$ cat src/rtl/intc_pkg.sv
// Shared types for the two-level interrupt controller.
// Assumes at most eight sources, so a source index fits in three bits.
package intc_pkg;
    localparam int IDX_W = 3;

    // Winner of the arbitration among pending sources.
    typedef struct packed {
        logic             vld;
        logic             hi;
        logic [IDX_W-1:0] idx;
    } cand_t;
endpackage

$ cat src/rtl/intc_sampler.sv
// Captures the live request flags on the sample strobe.
// Assumes the strobe marks the late phase of a machine cycle; the held
// copy is what the next poll judges.
module intc_sampler #(
    parameter int N_SRC = 5
) (
    input  logic             clk,
    input  logic             rst_n,
    input  logic             sample_stb,
    input  logic [N_SRC-1:0] req_raw,
    output logic [N_SRC-1:0] smp
);
    for (genvar g = 0; g < N_SRC; g++) begin : g_bit
        // Hold one flag between capture strobes.
        always_ff @(posedge clk) begin
            if (!rst_n)          smp[g] <= 1'b0;
            else if (sample_stb) smp[g] <= req_raw[g];
        end
    end
endmodule

$ cat src/rtl/intc_arbiter.sv
// Picks one source from the captured flags. The high level beats the low
// level; within a level the lowest index wins.
// Assumes the master enable is the top bit of the enable vector.
module intc_arbiter #(
    parameter int N_SRC = 5
) (
    input  logic [N_SRC-1:0] smp,
    input  logic [N_SRC:0]   en_q,
    input  logic [N_SRC-1:0] pri_q,
    output intc_pkg::cand_t  cand
);
    localparam int IDX_W = intc_pkg::IDX_W;

    logic [N_SRC-1:0] pend;
    logic [N_SRC-1:0] hi_set;
    logic [N_SRC-1:0] use_set;

    // Pending sources that survive the enables, split by level.
    always_comb begin
        pend    = smp & en_q[N_SRC-1:0] & {N_SRC{en_q[N_SRC]}};
        hi_set  = pend & pri_q;
        use_set = (|hi_set) ? hi_set : pend;
    end

    // Lowest set index in the chosen level.
    always_comb begin
        cand.vld = |use_set;
        cand.hi  = |hi_set;
        cand.idx = '0;
        for (int i = N_SRC - 1; i >= 0; i--) begin
            if (use_set[i]) cand.idx = IDX_W'(i);
        end
    end
endmodule

$ cat src/rtl/intc_srv_track.sv
// Keeps the in-service bit of each priority level. A grant sets the bit of
// its level. A return clears the highest set bit.
// Assumes a return and a grant do not fall on the same edge.
module intc_srv_track (
    input  logic       clk,
    input  logic       rst_n,
    input  logic       set_stb,
    input  logic       set_hi,
    input  logic       reti_stb,
    output logic [1:0] in_srv
);
    logic [1:0] nxt;

    // Next in-service state from a return and a grant.
    always_comb begin
        nxt = in_srv;
        if (reti_stb) begin
            if (in_srv[1]) nxt[1] = 1'b0;
            else           nxt[0] = 1'b0;
        end
        if (set_stb) begin
            if (set_hi) nxt[1] = 1'b1;
            else        nxt[0] = 1'b1;
        end
    end

    // Level register.
    always_ff @(posedge clk) begin
        if (!rst_n) in_srv <= 2'b00;
        else        in_srv <= nxt;
    end

    a_r10_reti_drops_top: assert property (@(posedge clk) disable iff (!rst_n)
        (reti_stb && in_srv[1] && !(set_stb && set_hi)) |=> !in_srv[1]);
    a_r10_low_exposed: assert property (@(posedge clk) disable iff (!rst_n)
        (reti_stb && in_srv == 2'b11 && !set_stb) |=> in_srv == 2'b01);
    a_r11_high_marked: assert property (@(posedge clk) disable iff (!rst_n)
        (set_stb && set_hi) |=> in_srv[1]);
    a_r11_low_marked: assert property (@(posedge clk) disable iff (!rst_n)
        (set_stb && !set_hi && !reti_stb) |=> in_srv[0]);
endmodule

$ cat src/rtl/intc_two_level.sv
// Two-level priority interrupt controller top. It holds the enable and
// priority registers, applies the three blocking conditions at the poll
// strobe and registers the call outputs.
// Assumes sample and poll strobes are single-cycle and never coincide.
module intc_two_level #(
    parameter int               N_SRC       = 5,
    parameter int               VEC_W       = 16,
    parameter int               VEC_BASE    = 3,
    parameter int               VEC_STEP    = 8,
    parameter logic [N_SRC-1:0] CLR_ON_CALL = 5'b01010
) (
    input  logic                       clk,
    input  logic                       rst_n,
    input  logic                       sample_stb,
    input  logic                       poll_stb,
    input  logic                       last_cyc,
    input  logic                       instr_reti,
    input  logic                       instr_cfg_wr,
    input  logic                       reti_stb,
    input  logic [N_SRC-1:0]           req_raw,
    input  logic                       en_we,
    input  logic [N_SRC:0]             en_wd,
    input  logic                       pri_we,
    input  logic [N_SRC-1:0]           pri_wd,
    output logic                       call_go,
    output logic [VEC_W-1:0]           call_vec,
    output logic [intc_pkg::IDX_W-1:0] call_src,
    output logic [N_SRC-1:0]           flag_clr,
    output logic [1:0]                 in_srv
);
    localparam int IDX_W = intc_pkg::IDX_W;

    logic [N_SRC:0]   en_q;
    logic [N_SRC-1:0] pri_q;
    logic [N_SRC-1:0] smp;
    intc_pkg::cand_t  cand;
    logic             blk_lvl;
    logic             blk_ins;
    logic             grant;

    // Configuration registers.
    always_ff @(posedge clk) begin
        if (!rst_n) begin
            en_q  <= '0;
            pri_q <= '0;
        end else begin
            if (en_we)  en_q  <= en_wd;
            if (pri_we) pri_q <= pri_wd;
        end
    end

    intc_sampler #(.N_SRC(N_SRC)) u_smp (
        .clk        (clk),
        .rst_n      (rst_n),
        .sample_stb (sample_stb),
        .req_raw    (req_raw),
        .smp        (smp)
    );

    intc_arbiter #(.N_SRC(N_SRC)) u_arb (
        .smp   (smp),
        .en_q  (en_q),
        .pri_q (pri_q),
        .cand  (cand)
    );

    // Blocking conditions and the grant decision.
    always_comb begin
        blk_lvl = in_srv[1] | (in_srv[0] & ~cand.hi);
        blk_ins = ~last_cyc | instr_reti | instr_cfg_wr;
        grant   = poll_stb & cand.vld & ~blk_lvl & ~blk_ins;
    end

    intc_srv_track u_srv (
        .clk      (clk),
        .rst_n    (rst_n),
        .set_stb  (grant),
        .set_hi   (cand.hi),
        .reti_stb (reti_stb),
        .in_srv   (in_srv)
    );

    // Registered call outputs.
    always_ff @(posedge clk) begin
        if (!rst_n) begin
            call_go  <= 1'b0;
            call_vec <= '0;
            call_src <= '0;
            flag_clr <= '0;
        end else begin
            call_go  <= grant;
            flag_clr <= '0;
            if (grant) begin
                call_src <= cand.idx;
                call_vec <= VEC_W'(VEC_BASE + VEC_STEP * int'(cand.idx));
                flag_clr <= CLR_ON_CALL & (N_SRC'(1) << cand.idx);
            end
        end
    end

    a_r11_only_after_poll: assert property (@(posedge clk) disable iff (!rst_n)
        call_go |-> $past(poll_stb));
    a_r6_needs_last_cycle: assert property (@(posedge clk) disable iff (!rst_n)
        call_go |-> $past(last_cyc));
    a_r7_not_in_reti_or_cfg: assert property (@(posedge clk) disable iff (!rst_n)
        call_go |-> !($past(instr_reti) || $past(instr_cfg_wr)));
    a_r5_high_blocks_all: assert property (@(posedge clk) disable iff (!rst_n)
        call_go |-> !$past(in_srv[1]));
    a_r3_master_enable: assert property (@(posedge clk) disable iff (!rst_n)
        call_go |-> $past(en_q[N_SRC]));
    a_r9_clear_with_call: assert property (@(posedge clk) disable iff (!rst_n)
        (|flag_clr) |-> call_go);
    a_r9_clear_onehot: assert property (@(posedge clk) disable iff (!rst_n)
        $onehot0(flag_clr));
endmodule

$ cat config.mk
export PLATFORM = sky130hd
export DESIGN_NAME = intc_two_level
export DESIGN_NICKNAME = d
export VERILOG_FILES = /design/src/rtl/intc_pkg.sv /design/src/rtl/intc_sampler.sv /design/src/rtl/intc_arbiter.sv /design/src/rtl/intc_srv_track.sv /design/src/rtl/intc_two_level.sv
export SDC_FILE = /design/constraint.sdc
export NUM_CORES = 1
export LEC_CHECK = 0
export BUFFER_PORTS_ARGS = -buffer_cell sky130_fd_sc_hd__buf_2
export CORE_MARGIN = 5
export CORE_UTILIZATION = 47
export CTS_BUF_LIST = sky130_fd_sc_hd__clkbuf_16
export DETAILED_ROUTE_END_ITERATION = 10
export GPL_ROUTABILITY_DRIVEN = 0
export PLACE_DENSITY = 0.78
export SLEW_MARGIN = 20
export SYNTH_ARGS = -nofsm -noshare
export SYNTH_HDL_FRONTEND = slang
export SYNTH_SLANG_ARGS = --single-unit
$ cat constraint.sdc
create_clock -name clk -period 2.35 [get_ports clk]
set_input_delay 0.235 -clock clk [delete_from_list [all_inputs] [get_ports clk]]
set_output_delay 0.235 -clock clk [all_outputs]
set_load 0.02 [all_outputs]
## After elaboration in Yosys (flattened, before gate mapping)

Index checks and enable logic that the tools add are counted.

- Register bits after elaboration: 43
- Input bits: 26
- Output and inout bits: 27
- Word-level logic and storage cells: 43

- $add $sub $neg: 1
- Shifts and indexed selects: 1
- Muxes and demuxes: 11
- Bitwise logic cells: 14
- Reduce and logical (&&, ||, !) cells: 3

Operators with widths:

| operator | count |
|---|---|
| bitwise AND 5 bit | 3 |
| two-way mux 3 bit | 5 |
| OR reduction 5 bit | 2 |
| adder 2 x 6 -> 7 bit, first input constant | 1 |
| two-way mux 5 bit | 1 |
| bitwise AND 1 bit | 4 |
| two-way mux 2 bit | 2 |
| inverter 1 bit | 4 |
| << shifter 1 x 3 -> 4 bit, first input constant | 1 |
| two-way mux 1 bit | 3 |
| bitwise OR 1 bit | 3 |
| AND reduction 2 bit | 1 |

## Longest topological paths before layout

Gate-level depths: netlist (run 1).

- Word-level depth: 11
- Mapped depth: 7
- Depth with buffers taken out: 6

## By module

From an unflattened synthesis (run 1), not the netlist that was laid out.

- Cell total of the unflattened synthesis: 138
- Area total of the unflattened synthesis: 1311.3 um^2

Modules (own cells, without submodules):

| module | times used | cells each | area each (um^2) | seq. area each (um^2) |
|---|---|---|---|---|
| intc_two_level | 1 | 84 | 802.0 | 360.3 |
| intc_arbiter | 1 | 29 | 232.7 | 0.0 |
| intc_sampler | 1 | 16 | 192.7 | 100.1 |
| intc_srv_track | 1 | 9 | 83.8 | 40.0 |

## Least setup slack after synthesis (run 1)

No wires, ideal clock.

- Path kind: reg2reg
- Start point: register en_q[5]
- End point: register u_srv.in_srv[0]
- Library setup time: 0.071 ns
- Data arrival time: 1.661 ns
- Required time: 2.279 ns
- Path slack: 0.618 ns
- Stages on the path, launching flop included: 8
- Path buffers: 1
- Clock period less this slack: 1.732 ns
- Cell sequence: dfxtp_1 buf_6 and3_1 o21ai_1 a32oi_4 nor4_4 or4b_1 a21oi_1

- Longest elaborated chain between the ends: 10
- Elaborated cells between the ends (all ways): 14
- Classes of those cells: mux: 3; bitwise: 9; reduce/logical: 2

Ends and longest elaborated chain:

| item | line | text |
|---|---|---|
| from (decl) | intc_two_level.sv:33 | `logic [N_SRC:0] en_q;` |
| from (signal assigned) | intc_two_level.sv:47 | `if (en_we) en_q <= en_wd;` |
| bitwise AND 5 bit * | intc_arbiter.sv:20 | `pend = smp & en_q[N_SRC-1:0] & {N_SRC{en_q[N_SRC]}};` |
| parallel branches: the longest is 8 deep, another holds bitwise AND 5 bit | - |  |
| two-way mux 2 bit * | intc_srv_track.sv:21 | `if (set_stb) begin` |
| to (signal assigned) | intc_srv_track.sv:30 | `else in_srv <= nxt;` |
| to (decl) | intc_srv_track.sv:10 | `output logic [1:0] in_srv` |

Mark *: on every way between the ends.
A chain may end at the register's enable or synchronous reset.

## Worst setup path in the final report (run 1)

- Start point: register en_q[5]
- End point: register flag_clr[3]

- Longest elaborated chain between the ends: 10
- Elaborated cells between the ends (all ways): 19
- Classes of those cells: shift: 1; mux: 6; bitwise: 9; reduce/logical: 3

Ends and longest elaborated chain:

| item | line | text |
|---|---|---|
| bitwise AND 5 bit * | intc_arbiter.sv:20 |  |
| bitwise AND 5 bit | intc_arbiter.sv:21 | `hi_set = pend & pri_q;` |
| OR reduction 5 bit | intc_arbiter.sv:22, intc_arbiter.sv:28 |  |
| two-way mux 5 bit or inverter 1 bit (tied branches) | intc_arbiter.sv:22, intc_two_level.sv:69 |  |
| two-way mux 3 bit or bitwise AND 1 bit (tied branches) | intc_arbiter.sv:31, intc_two_level.sv:69 |  |
| two-way mux 3 bit or bitwise OR 1 bit (tied branches) | intc_arbiter.sv:31, intc_two_level.sv:69 |  |
| two-way mux 3 bit or inverter 1 bit (tied branches) | intc_arbiter.sv:31, intc_two_level.sv:71 |  |
| two-way mux 3 bit or bitwise AND 1 bit (tied branches) (2 in a row) | intc_arbiter.sv:31, intc_two_level.sv:71 |  |
| << shifter 1 x 3 -> 4 bit or AND reduction 2 bit (tied branches) | - |  |
| to (signal assigned) | intc_two_level.sv:96 | `flag_clr <= CLR_ON_CALL & (N_SRC'(1) << cand.idx);` |
| to (decl) | intc_two_level.sv:28 | `output logic [N_SRC-1:0] flag_clr,` |

Every way passes the cells marked *; elsewhere a longest branch is shown, timed or not.

==> results of run 1 <==
critical path, delay by kind of cell (launching register included):
family | cells | cell delay, ns
and+or+nand+nor | 5 | 1.11
DFF | 1 | 0.54
AOI/OAI and AO/OA | 1 | 0.34
power by group through the flow:
stage	sequential [W]	combinational [W]	clock, W
2_1_floorplan	0.000460	0.0000826	0
4_1_cts	0.000457	0.0000870	0.000377
6_report	0.000458	0.0000868	0.000368
3_3_place_gp	0.000466	0.0000843	0
5_1_grt	0.000459	0.0000956	0.000394
3_5_place_dp	0.000467	0.0000868	0
cell type report:
| class | instances | area share, % |
|---|---|---|
| multi-input cells | 100 | 44.4 |
| flip-flops and latches | 25 | 33.8 |
| repair buffers | 39 | 13.4 |
| clock buffers | 3 | 5.07 |
| well taps | 31 | 2.62 |
| inverters | 2 | 0.507 |
| clock inverters | 1 | 0.254 |
Yosys cell counts:
| library cell | number | area, um^2 |
|---|---|---|
| a41o_1 | 1 | 10.0 |
| nor3_1 | 3 | 15.0 |
| a21o_1 | 1 | 7.51 |
| conb_1 | 1 | 3.75 |
| nor4_4 | 1 | 21.3 |
| nor2_1 | 23 | 86.3 |
| nand3_1 | 5 | 25.0 |
| nand4_2 | 3 | 37.5 |
| clkbuf_1 | 5 | 18.8 |
| or4b_1 | 1 | 10.0 |
| nand4_1 | 3 | 18.8 |
| and2_1 | 2 | 12.5 |
| o21ai_2 | 1 | 8.76 |
| o22a_1 | 1 | 8.76 |
| nand3b_1 | 1 | 7.51 |
| mux2i_1 | 16 | 160 |
| a32oi_4 | 1 | 27.5 |
| and3b_1 | 1 | 8.76 |
| o21bai_1 | 1 | 7.51 |
| buf_4 | 18 | 135 |
| nand2_1 | 2 | 7.51 |
| nor4b_1 | 2 | 17.5 |
| dfxtp_1 | 25 | 500 |
| o21ai_0 | 1 | 5.00 |
| o211a_1 | 1 | 10.0 |
| nor2b_1 | 1 | 6.26 |
| o21ai_1 | 3 | 15.0 |
| buf_6 | 1 | 11.3 |
| o21a_1 | 1 | 7.51 |
| inv_1 | 2 | 7.51 |
| a21oi_1 | 6 | 30.0 |
| a41oi_1 | 3 | 26.3 |
| and3_1 | 1 | 6.26 |
state kept, by name (all words and copies together), names as in the netlist:
name,cells
u_smp.smp,5
flag_clr,2
en_q,6
call_vec,1
call_go,1
pri_q,5
call_src,3
u_srv.in_srv,2
metal layers:
metal	up-vias	share of wire, %
li1	520	-
met1	467	43
met2	45	45
met3	4	10
met4	0	1.5
met5	-	0
kinds of logic (layout without fill, tap and decap cells):
| logic type | count (synthesis) | count (layout) | share of synthesized area, % |
|---|---|---|---|
| buffers and inverters | 26 | 45 | 13.5 |
| AO/OA/AOI/OAI | 21 | 21 | 12.8 |
| multiplexers | 16 | 16 | 12.5 |
| flip-flops | 25 | 25 | 39.1 |
| other | 1 | 14 | 0.293 |
| AND/OR/NAND/NOR | 49 | 49 | 21.9 |
how the worst max path moves through the flow:
stage / end / cells after the start / from
5_1_grt: flag_clr[1] / 6 / en_q[5]
4_1_cts: flag_clr[3] / 6 / en_q[5]
2_1_floorplan: u_srv.in_srv[0] / 7 / en_q[5]
6_report: flag_clr[3] / 6 / en_q[5]
3_3_place_gp: flag_clr[3] / 6 / en_q[5]
3_5_place_dp: flag_clr[3] / 6 / en_q[5]
metrics by stage:
stage | area [um^2] | worst slack, ns
floorplan | 1330 | 0.618
global placement | 1400 | 0.354
detailed placement | 1400 | 0.284
CTS | 1480 | 0.280
global route | 1480 | 0.0206
finish | 1480 | 0.258
==> summary.txt, run 1 <==
Power and ir drop
  – Pleak: 0.738 nW
  – Pwr Total: 0.000912 W
  – Sw Share: 22.9%
  – Internal: 0.000703 W
  – Net Sw Power: 0.000209 W
  – Logic pwr share: 9.5%
  – Pwr dens: 616 nW/um^2
  – Clk pwr share: 40.3%
  – Reg power frac: 50.1%
  – Largest vdd supply drop: 595 uV

Critical path
  – FF-to-FF path depth: 6
  – CP Launch Type: flop
  – Reg-to-Reg End: flag_clr[3]
  – Max incr delay on CP: 0.54 ns
  – Maximum fanout along the worst path: 11
  – Worst Setup End Kind: flop
  – Slowest CP cell: dfxtp_1
  – Arrival time worst endpoint: 2.25 ns
  – CP cell instances: nand4_1, a41oi_1, nor2_1, nor4_4, nor4b_1, and2_1
  – Reg-to-reg setup timing slack: 0.26 ns
  – Reg2reg start: en_q[5]
  – Req. time, crit path: 2.51 ns
  – CP Class: flop to flop

Route
  – Drt pass-1 iters: 4
  – Detail Route Antenna Nets: 0
  – Initial DRC count: 22
  – Post-Route WL: 2480 um
  – Vias: 1036
  – Drt wl/cell: 12.4 um
  – Avg Vias per Cell: 5.15
  – # DRC: 0

Synth
  – Mapped Area: 1280 um^2
  – Yosys reg bits: 25
  – Synthesized area per cell: 9.28 um^2
  – Synth cell types: 33
  – Register area share after synthesis: 39.1%
  – Yosys warning total: 0
  – Post-Syn Instances: 138

STA
  – Unrepaired setup endpoints after global routing: false
  – Worst Skew: 0.00463 ns
  – Fmax: 478 MHz
  – Max-slew violations: 0
  – Final TNS setup: 0 ns
  – Final hold slack: 0.194 ns
  – Hold violation count in the final report: 0
  – Finish-stage setup viols: 0
  – Fin crit share: 89.0%
  – Min Clock Period, post-route: 2.09 ns

Finish
  – Commonest non-fill, non-tap cells in the layout: 38 x buf_2, 25 x dfxtp_1, 23 x nor2_1
  – Most common cell after layout, fill and taps aside: buf_2
  – Register cell area after layout: 500 um^2
  – P&R area growth vs syn: 15.5%
  – Post-layout nets: 197
  – Multi-input combinational cell area: 657 um^2
  – Final Non-Filler Cells: 201
  – Post-layout util: 55.1%
  – FILL cells: 245
  – Layout cell share with drive strength beyond 1: 28.2%
  – Diode count: 0

Global route
  – Antenna violations before repair: 0
  – GR Util met3: 5.77%
  – GR peak layer: met2
  – Vias in the first global route: 957
  – Met1 usage: 15.0%
  – Largest net degree at the start of global routing: 16
  – Congestion Overflow GR: 0
  – GRT Resource Usage Total: 12.4%
  – Met2 Use GR: 19.4%
  – Global-route wire length before repair: 4040 um

Die
  – Die area: 3870 um^2
  – Number of cell rows: 19
  – IO Pins: 53
  – Die height: 62.2 um
  – Chip Width: 62.2 um
  – Core Region: 2690 um^2
  – Initial Util: 47.7%

Place
  – DP HPWL: 1990 um
  – PortBufs: 38
  – Placed Cells: 197

Outcome
  – Outcome: complete, no violations

Clock tree
  – Clock Pin Slew Worst Setup and Hold Paths: 0.06 ns
  – Hold buffer count at cts: 0
  – H-Tree Depth: 1
  – CTS tree: built
  – Total CTS buffers: 3
  – Max clock buf depth: 2
  – Clk Latency, worst-skew pair: 0.26 ns
  – Post CTS Setup Buffer Count: 0
  – CTS sink cnt: 25
  – CTS Root Buffer Type: clkbuf_16
  – PostCTS Resize Cnt: 0

Run
  – Max-cap violations: 0

Worst hold path
  – WHS Endpoint: call_vec[1]
  – Hold path depth: 2
  – Worst min-delay path startpoint: rst_n
  – Tightest Hold Check Type: input pin to flop
(Power assumes the default switching activity.)
==> run 2, diff against run 1 <==
--- a/config.mk
+++ b/config.mk
@@ -12,7 +12,9 @@
 export DETAILED_ROUTE_END_ITERATION = 10
 export GPL_ROUTABILITY_DRIVEN = 0
 export PLACE_DENSITY = 0.78
+export RECOVER_POWER = 50
 export SLEW_MARGIN = 20
 export SYNTH_ARGS = -nofsm -noshare
 export SYNTH_HDL_FRONTEND = slang
 export SYNTH_SLANG_ARGS = --single-unit
+export TNS_END_PERCENT = 1
==> summary.txt, run 2 (same netlist as run 1, synthesis figures left out) <==
Power and ir drop
  – Pwr Total: 0.000912 W (about the same)
  – Sw Share: 23.0% (was 22.9%)
  – Logic pwr share: 9.4% (was 9.5%)
  – Clk pwr share: 40.4% (was 40.3%)
  – Reg power frac: 50.2% (was 50.1%)
  – Pwr dens: 619 nW/um^2 (was 616 nW/um^2)
  – Pleak: 0.721 nW (was 0.738 nW)
  – Internal: 0.000703 W (about the same)
  – Net Sw Power: 0.000209 W (about the same)
  – Largest vdd supply drop: 596 uV (was 595 uV)

Critical path
  – WP buf/inv: 0 (unchanged)
  – CP Launch Type: flop (unchanged)
  – Slowest CP cell: dfxtp_1 (unchanged)
  – Worst Setup End Kind: flop (unchanged)
  – Arrival time worst endpoint: 2.25 ns (about the same)
  – Req. time, crit path: 2.51 ns (about the same)
  – Maximum fanout along the worst path: 11 (unchanged)
  – Crit path max-delay family: simple AND/OR/NAND/NOR gates (unchanged)
  – CP Class: flop to flop (unchanged)
  – Reg-to-reg setup timing slack: 0.26 ns (about the same)
  – Max incr delay on CP: 0.54 ns (about the same)
  – CP cell instances: nand4_1, a41oi_1, nor2_1, nor4_4, nor4b_1, and2_1 (unchanged)

Route
  – Detail Route Antenna Nets: 0 (unchanged)
  – Drt pass-1 iters: 4 (unchanged)
  – Vias: 1037 (was 1036)
  – Initial DRC count: 22 (unchanged)
  – Drt wl/cell: 12.3 um (was 12.4 um)
  – # DRC: 0 (unchanged)
  – Avg Vias per Cell: 5.16 (was 5.15)
  – Post-Route WL: 2480 um (about the same)

STA
  – Min Clock Period, post-route: 2.09 ns (about the same)
  – Worst Skew: 0.00426 ns (was 0.00463 ns)
  – Finish-stage setup viols: 0 (unchanged)
  – Max-slew headroom: 55.5%
  – Max-slew violations: 0 (unchanged)
  – Unrepaired setup endpoints after global routing: false (unchanged)
  – Final hold slack: 0.193 ns (was 0.194 ns)
  – Final worst slack: 0.259 ns (was 0.258 ns)
  – Fin crit share: 89.0% (about the same)
  – Fmax: 478 MHz (about the same)
  – Slew of the pin with the lowest slew margin: 0.667 ns
  – Hold violation count in the final report: 0 (unchanged)
  – Final TNS setup: 0 ns (unchanged)

Clock tree
  – Clk Latency, worst-skew pair: 0.26 ns (about the same)
  – CTS sink cnt: 25 (unchanged)
  – CTS tree: built (unchanged)
  – Total CTS buffers: 3 (unchanged)
  – H-Tree Depth: 1 (unchanged)
  – PostCTS Resize Cnt: 0 (unchanged)
  – Max clock buf depth: 2 (unchanged)
  – Clock Pin Slew Worst Setup and Hold Paths: 0.06 ns (about the same)
  – Hold buffer count at cts: 0 (unchanged)
  – CTS Root Buffer Type: clkbuf_16 (unchanged)
  – Post CTS Setup Buffer Count: 0 (unchanged)

Place
  – DP Worst Slack: 0.284 ns (unchanged)
  – PortBufs: 38 (unchanged)
  – DP HPWL: 1990 um (unchanged)
  – Placed Cells: 197 (unchanged)

Global route
  – GRT Resource Usage Total: 12.4% (unchanged)
  – Vias in the first global route: 957 (unchanged)
  – Global-route wire length before repair: 4040 um (unchanged)
  – Largest net degree at the start of global routing: 16 (unchanged)
  – Antenna violations before repair: 0 (unchanged)
  – Congestion Overflow GR: 0 (unchanged)

Finish
  – Post-layout nets: 197 (unchanged)
  – P&R area growth vs syn: 14.9% (was 15.5%)
  – FILL cells: 250 (was 245)
  – Final Non-Filler Cells: 201 (unchanged)
  – Largest register by flop count: en_q (unchanged)
  – Max reg flops: 6 (unchanged)
  – Most common cell after layout, fill and taps aside: buf_2 (unchanged)
  – Diode count: 0 (unchanged)
  – Largest regs: en_q x6, pri_q x5, u_smp.smp x5 (unchanged)
  – Commonest non-fill, non-tap cells in the layout: 35 x buf_2, 25 x dfxtp_1, 23 x nor2_1 (was 38 x buf_2, 25 x dfxtp_1, 23 x nor2_1)
  – Layout cell share with drive strength beyond 1: 25.9% (was 28.2%)

Die
  – Die area: 3870 um^2 (unchanged)
  – Die height: 62.2 um (unchanged)
  – IO Pins: 53 (unchanged)
  – Initial Util: 47.7% (unchanged)
  – Chip Width: 62.2 um (unchanged)
  – Core Region: 2690 um^2 (unchanged)
  – Number of cell rows: 19 (unchanged)

Outcome
  – Outcome: complete, no violations (unchanged)

Run
  – Max-cap violations: 0 (unchanged)

Worst hold path
  – Tightest Hold Check Type: input pin to flop (unchanged)
[run 2: final cells by class]
class / count / area, um^2 / share of cell area (%)
timing repair buffer: 39 / 190 / 12.9
clock inverter: 1 / 3.75 / 0.255
clock buffer: 3 / 75.1 / 5.10
inverter: 2 / 7.51 / 0.510
sequential: 25 / 500 / 34.0
tap: 31 / 38.8 / 2.63
multi-input combinational: 100 / 657 / 44.6
[run 2: stage by stage]
stage,utilization [%],instance area (um^2)
after floorplan,-,1330
after global placement,52.2,1400
after detailed placement,52.2,1400
after CTS,55.1,1480
after global routing,54.8,1470
final,54.8,1470
[run 2: path summary, 6_finish.rpt]
check         startpoint          end  cells past startpoint
max              en_q[5]  flag_clr[3]                      6
min                rst_n  call_vec[1]                      2
max reg2reg      en_q[5]  flag_clr[3]                      6
min reg2reg  call_vec[1]  call_vec[1]                      1
[run 2: power by group through the flow]
stage | combinational [W] | sequential [W] | clock, W
2_1_floorplan | 0.0000826 | 0.000460 | 0
3_3_place_gp | 0.0000843 | 0.000466 | 0
3_5_place_dp | 0.0000868 | 0.000467 | 0
4_1_cts | 0.0000870 | 0.000457 | 0.000377
5_1_grt | 0.0000949 | 0.000459 | 0.000394
6_report | 0.0000860 | 0.000458 | 0.000368
[run 2: per-layer routing]
metal  share of wire [%]  GRT usage (%)  vias to the layer above
met2                  45           19.4                       45
met5                   0              0                        -
li1                    -              -                      520
met1                  43           15.0                      468
met4                 1.5           4.07                        0
met3                  10           5.77                        4
==> run 3, diff against run 2 <==
==> constraint.sdc (replaced) <==
create_clock -name clk -period 2.1 [get_ports clk]
set_input_delay 0.21 -clock clk [delete_from_list [all_inputs] [get_ports clk]]
set_output_delay 0.21 -clock clk [all_outputs]
set_load 0.02 [all_outputs]
==> summary.txt, run 3 (same netlist as run 1, synthesis figures left out) <==
Critical path
  – Max incr delay on CP: 0.47 ns (was 0.54 ns)
  – Worst Setup End Kind: flop (unchanged)
  – Slowest CP cell: nor4_4 (was dfxtp_1)
  – CP cell instances: buf_4, nand4_2, a41oi_1, nor2_1, nor4_4, or4b_1, a21oi_1 (was nand4_1, a41oi_1, nor2_1, nor4_4, nor4b_1, and2_1)
  – CP Class: flop to flop (unchanged)
  – Arrival time worst endpoint: 2.09 ns (was 2.25 ns)
  – WP buf/inv: 1 (was 0)
  – Crit path max-delay family: simple AND/OR/NAND/NOR gates (unchanged)
  – CP Launch Type: flop (unchanged)
  – Maximum fanout along the worst path: 7 (was 11)
  – Req. time, crit path: 2.21 ns (was 2.51 ns)

Finish
  – Commonest non-fill, non-tap cells in the layout: 34 x buf_2, 25 x dfxtp_1, 23 x nor2_1 (was 35 x buf_2, 25 x dfxtp_1, 23 x nor2_1)
  – Max reg flops: 6 (unchanged)
  – P&R area growth vs syn: 16.6% (was 14.9%)
  – Post-layout nets: 199 (was 197)
  – Largest register by flop count: en_q (unchanged)
  – Most common cell after layout, fill and taps aside: buf_2 (unchanged)
  – Final Non-Filler Cells: 203 (was 201)
  – Layout cell share with drive strength beyond 1: 27.3% (was 25.9%)
  – Largest regs: en_q x6, pri_q x5, u_smp.smp x5 (unchanged)
  – Diode count: 0 (unchanged)
  – FILL cells: 265 (was 250)

Clock tree
  – Hold buffer count at cts: 0 (unchanged)
  – Total CTS buffers: 3 (unchanged)
  – Clk Latency, worst-skew pair: 0.26 ns (about the same)
  – H-Tree Depth: 1 (unchanged)
  – CTS sink cnt: 25 (unchanged)
  – Clock Pin Slew Worst Setup and Hold Paths: 0.06 ns (about the same)
  – CTS tree: built (unchanged)
  – Max clock buf depth: 2 (unchanged)
  – CTS Root Buffer Type: clkbuf_16 (unchanged)

STA
  – Fmax: 506 MHz (was 478 MHz)
  – Worst Skew: 0.00311 ns (was 0.00426 ns)
  – Fin crit share: 94.1% (was 89.0%)
  – Slew of the pin with the lowest slew margin: 0.623 ns (was 0.667 ns)
  – Max-slew headroom: 58.4% (was 55.5%)
  – Hold violation count in the final report: 0 (unchanged)
  – Min Clock Period, post-route: 1.98 ns (was 2.09 ns)
  – Finish-stage setup viols: 0 (unchanged)
  – Max-slew violations: 0 (unchanged)
  – Final TNS setup: 0 ns (unchanged)
  – Unrepaired setup endpoints after global routing: false (unchanged)

Route
  – Drt pass-1 iters: 4 (unchanged)
  – Detail Route Antenna Nets: 0 (unchanged)
  – Drt wl/cell: 13.3 um (was 12.3 um)
  – Initial DRC count: 19 (was 22)
  – Vias: 1049 (was 1037)
  – Avg Vias per Cell: 5.17 (was 5.16)
  – Post-Route WL: 2700 um (was 2480 um)
  – # DRC: 0 (unchanged)

Die
  – Chip Width: 62.2 um (unchanged)
  – IO Pins: 53 (unchanged)
  – Die height: 62.2 um (unchanged)
  – Die area: 3870 um^2 (unchanged)
  – Number of cell rows: 19 (unchanged)
  – Core Region: 2690 um^2 (unchanged)
  – Initial Util: 47.7% (unchanged)

Global route
  – Congestion Overflow GR: 0 (unchanged)
  – GRT Resource Usage Total: 13.2% (was 12.4%)
  – Vias in the first global route: 1001 (was 957)
  – Antenna violations before repair: 0 (unchanged)
  – Global-route wire length before repair: 4260 um (was 4040 um)
  – Largest net degree at the start of global routing: 16 (unchanged)

Power and ir drop
  – Largest vdd supply drop: 456 uV (was 596 uV)
  – Pwr dens: 689 nW/um^2 (was 619 nW/um^2)
  – Pleak: 0.727 nW (was 0.721 nW)

Place
  – PortBufs: 38 (unchanged)
  – Placed Cells: 199 (was 197)
  – DP HPWL: 2130 um (was 1990 um)

Worst hold path
  – Tightest Hold Check Type: input pin to flop (unchanged)

Run
  – Max-cap violations: 0 (unchanged)

Outcome
  – Outcome: complete, no violations (unchanged)
==> run 3: cell types whose count changed in the layout (fill, tap and decap cells not counted), sizes merged <==
| cell | change |
|---|---|
| buf | +1 |
| clkbuf | +1 |
| clkinv | +1 |
| inv | -1 |
==> run 3: layout make-up <==
cell class / count / area (um^2) / area share [%]
multi-input cells: 100 / 663 / 44.4
inverters: 2 / 7.51 / 0.503
repair buffers: 41 / 204 / 13.7
flip-flops and latches: 25 / 500 / 33.5
clock inverters: 1 / 5.00 / 0.335
clock buffers: 3 / 75.1 / 5.03
well taps: 31 / 38.8 / 2.60
==> run 3: path summary, 6_finish.rpt <==
path                    start         endpoint  slack, ns  depth (start not counted)
setup reg to reg      en_q[5]  u_srv.in_srv[0]       0.12                          7
setup / recovery      en_q[5]  u_srv.in_srv[0]       0.12                          7
hold / removal          rst_n      call_vec[1]       0.18                          2
hold reg to reg   call_vec[1]      call_vec[1]       0.48                          1
==> run 3: through the flow <==
step / setup slack (ns) / hold slack (ns) / total power (W) / area, um^2 / util [%]
after floorplan: 0.368 / 0.328 / 0.000608 / 1330 / -
after global placement: 0.271 / 0.427 / 0.000619 / 1420 / 52.7
after detailed placement: 0.195 / 0.435 / 0.000624 / 1420 / 52.7
after CTS: 0.169 / 0.171 / 0.00104 / 1500 / 55.7
after global routing: 0.00790 / 0.193 / 0.00107 / 1490 / 55.6
final: 0.124 / 0.176 / 0.00103 / 1490 / 55.6
==> run 3: worst reg2reg max path, delay by kind of cell, from the launching register on <==
family | cells | cell delay, ns
simple gates | 4 | 0.98
compound gates | 2 | 0.36
buf+inv | 1 | 0.15
flops | 1 | 0.35
==> run 3: timing repair <==
item / in CTS / in global routing
gates resized for setup: 0 / 1
buffers inserted: 0 / 0
setup endpoints to repair: 0 / 1
==> run 3: per-layer routing <==
layer | vias up | part of all wire (%) | global-route usage (%)
met2 | 37 | 50 | 22.0
met1 | 488 | 42 | 15.6
met3 | 4 | 7.1 | 3.96
met5 | - | 0 | 0
met4 | 0 | 1.0 | 5.15
li1 | 520 | - | -
==> run 3: power by group <==
| group | switching, W | internal (W) |
|---|---|---|
| clock network | 0.000160 | 0.000256 |
| registers | 0.0000172 | 0.000493 |
| logic | 0.0000611 | 0.0000415 |
| total | 0.000238 | 0.000791 |
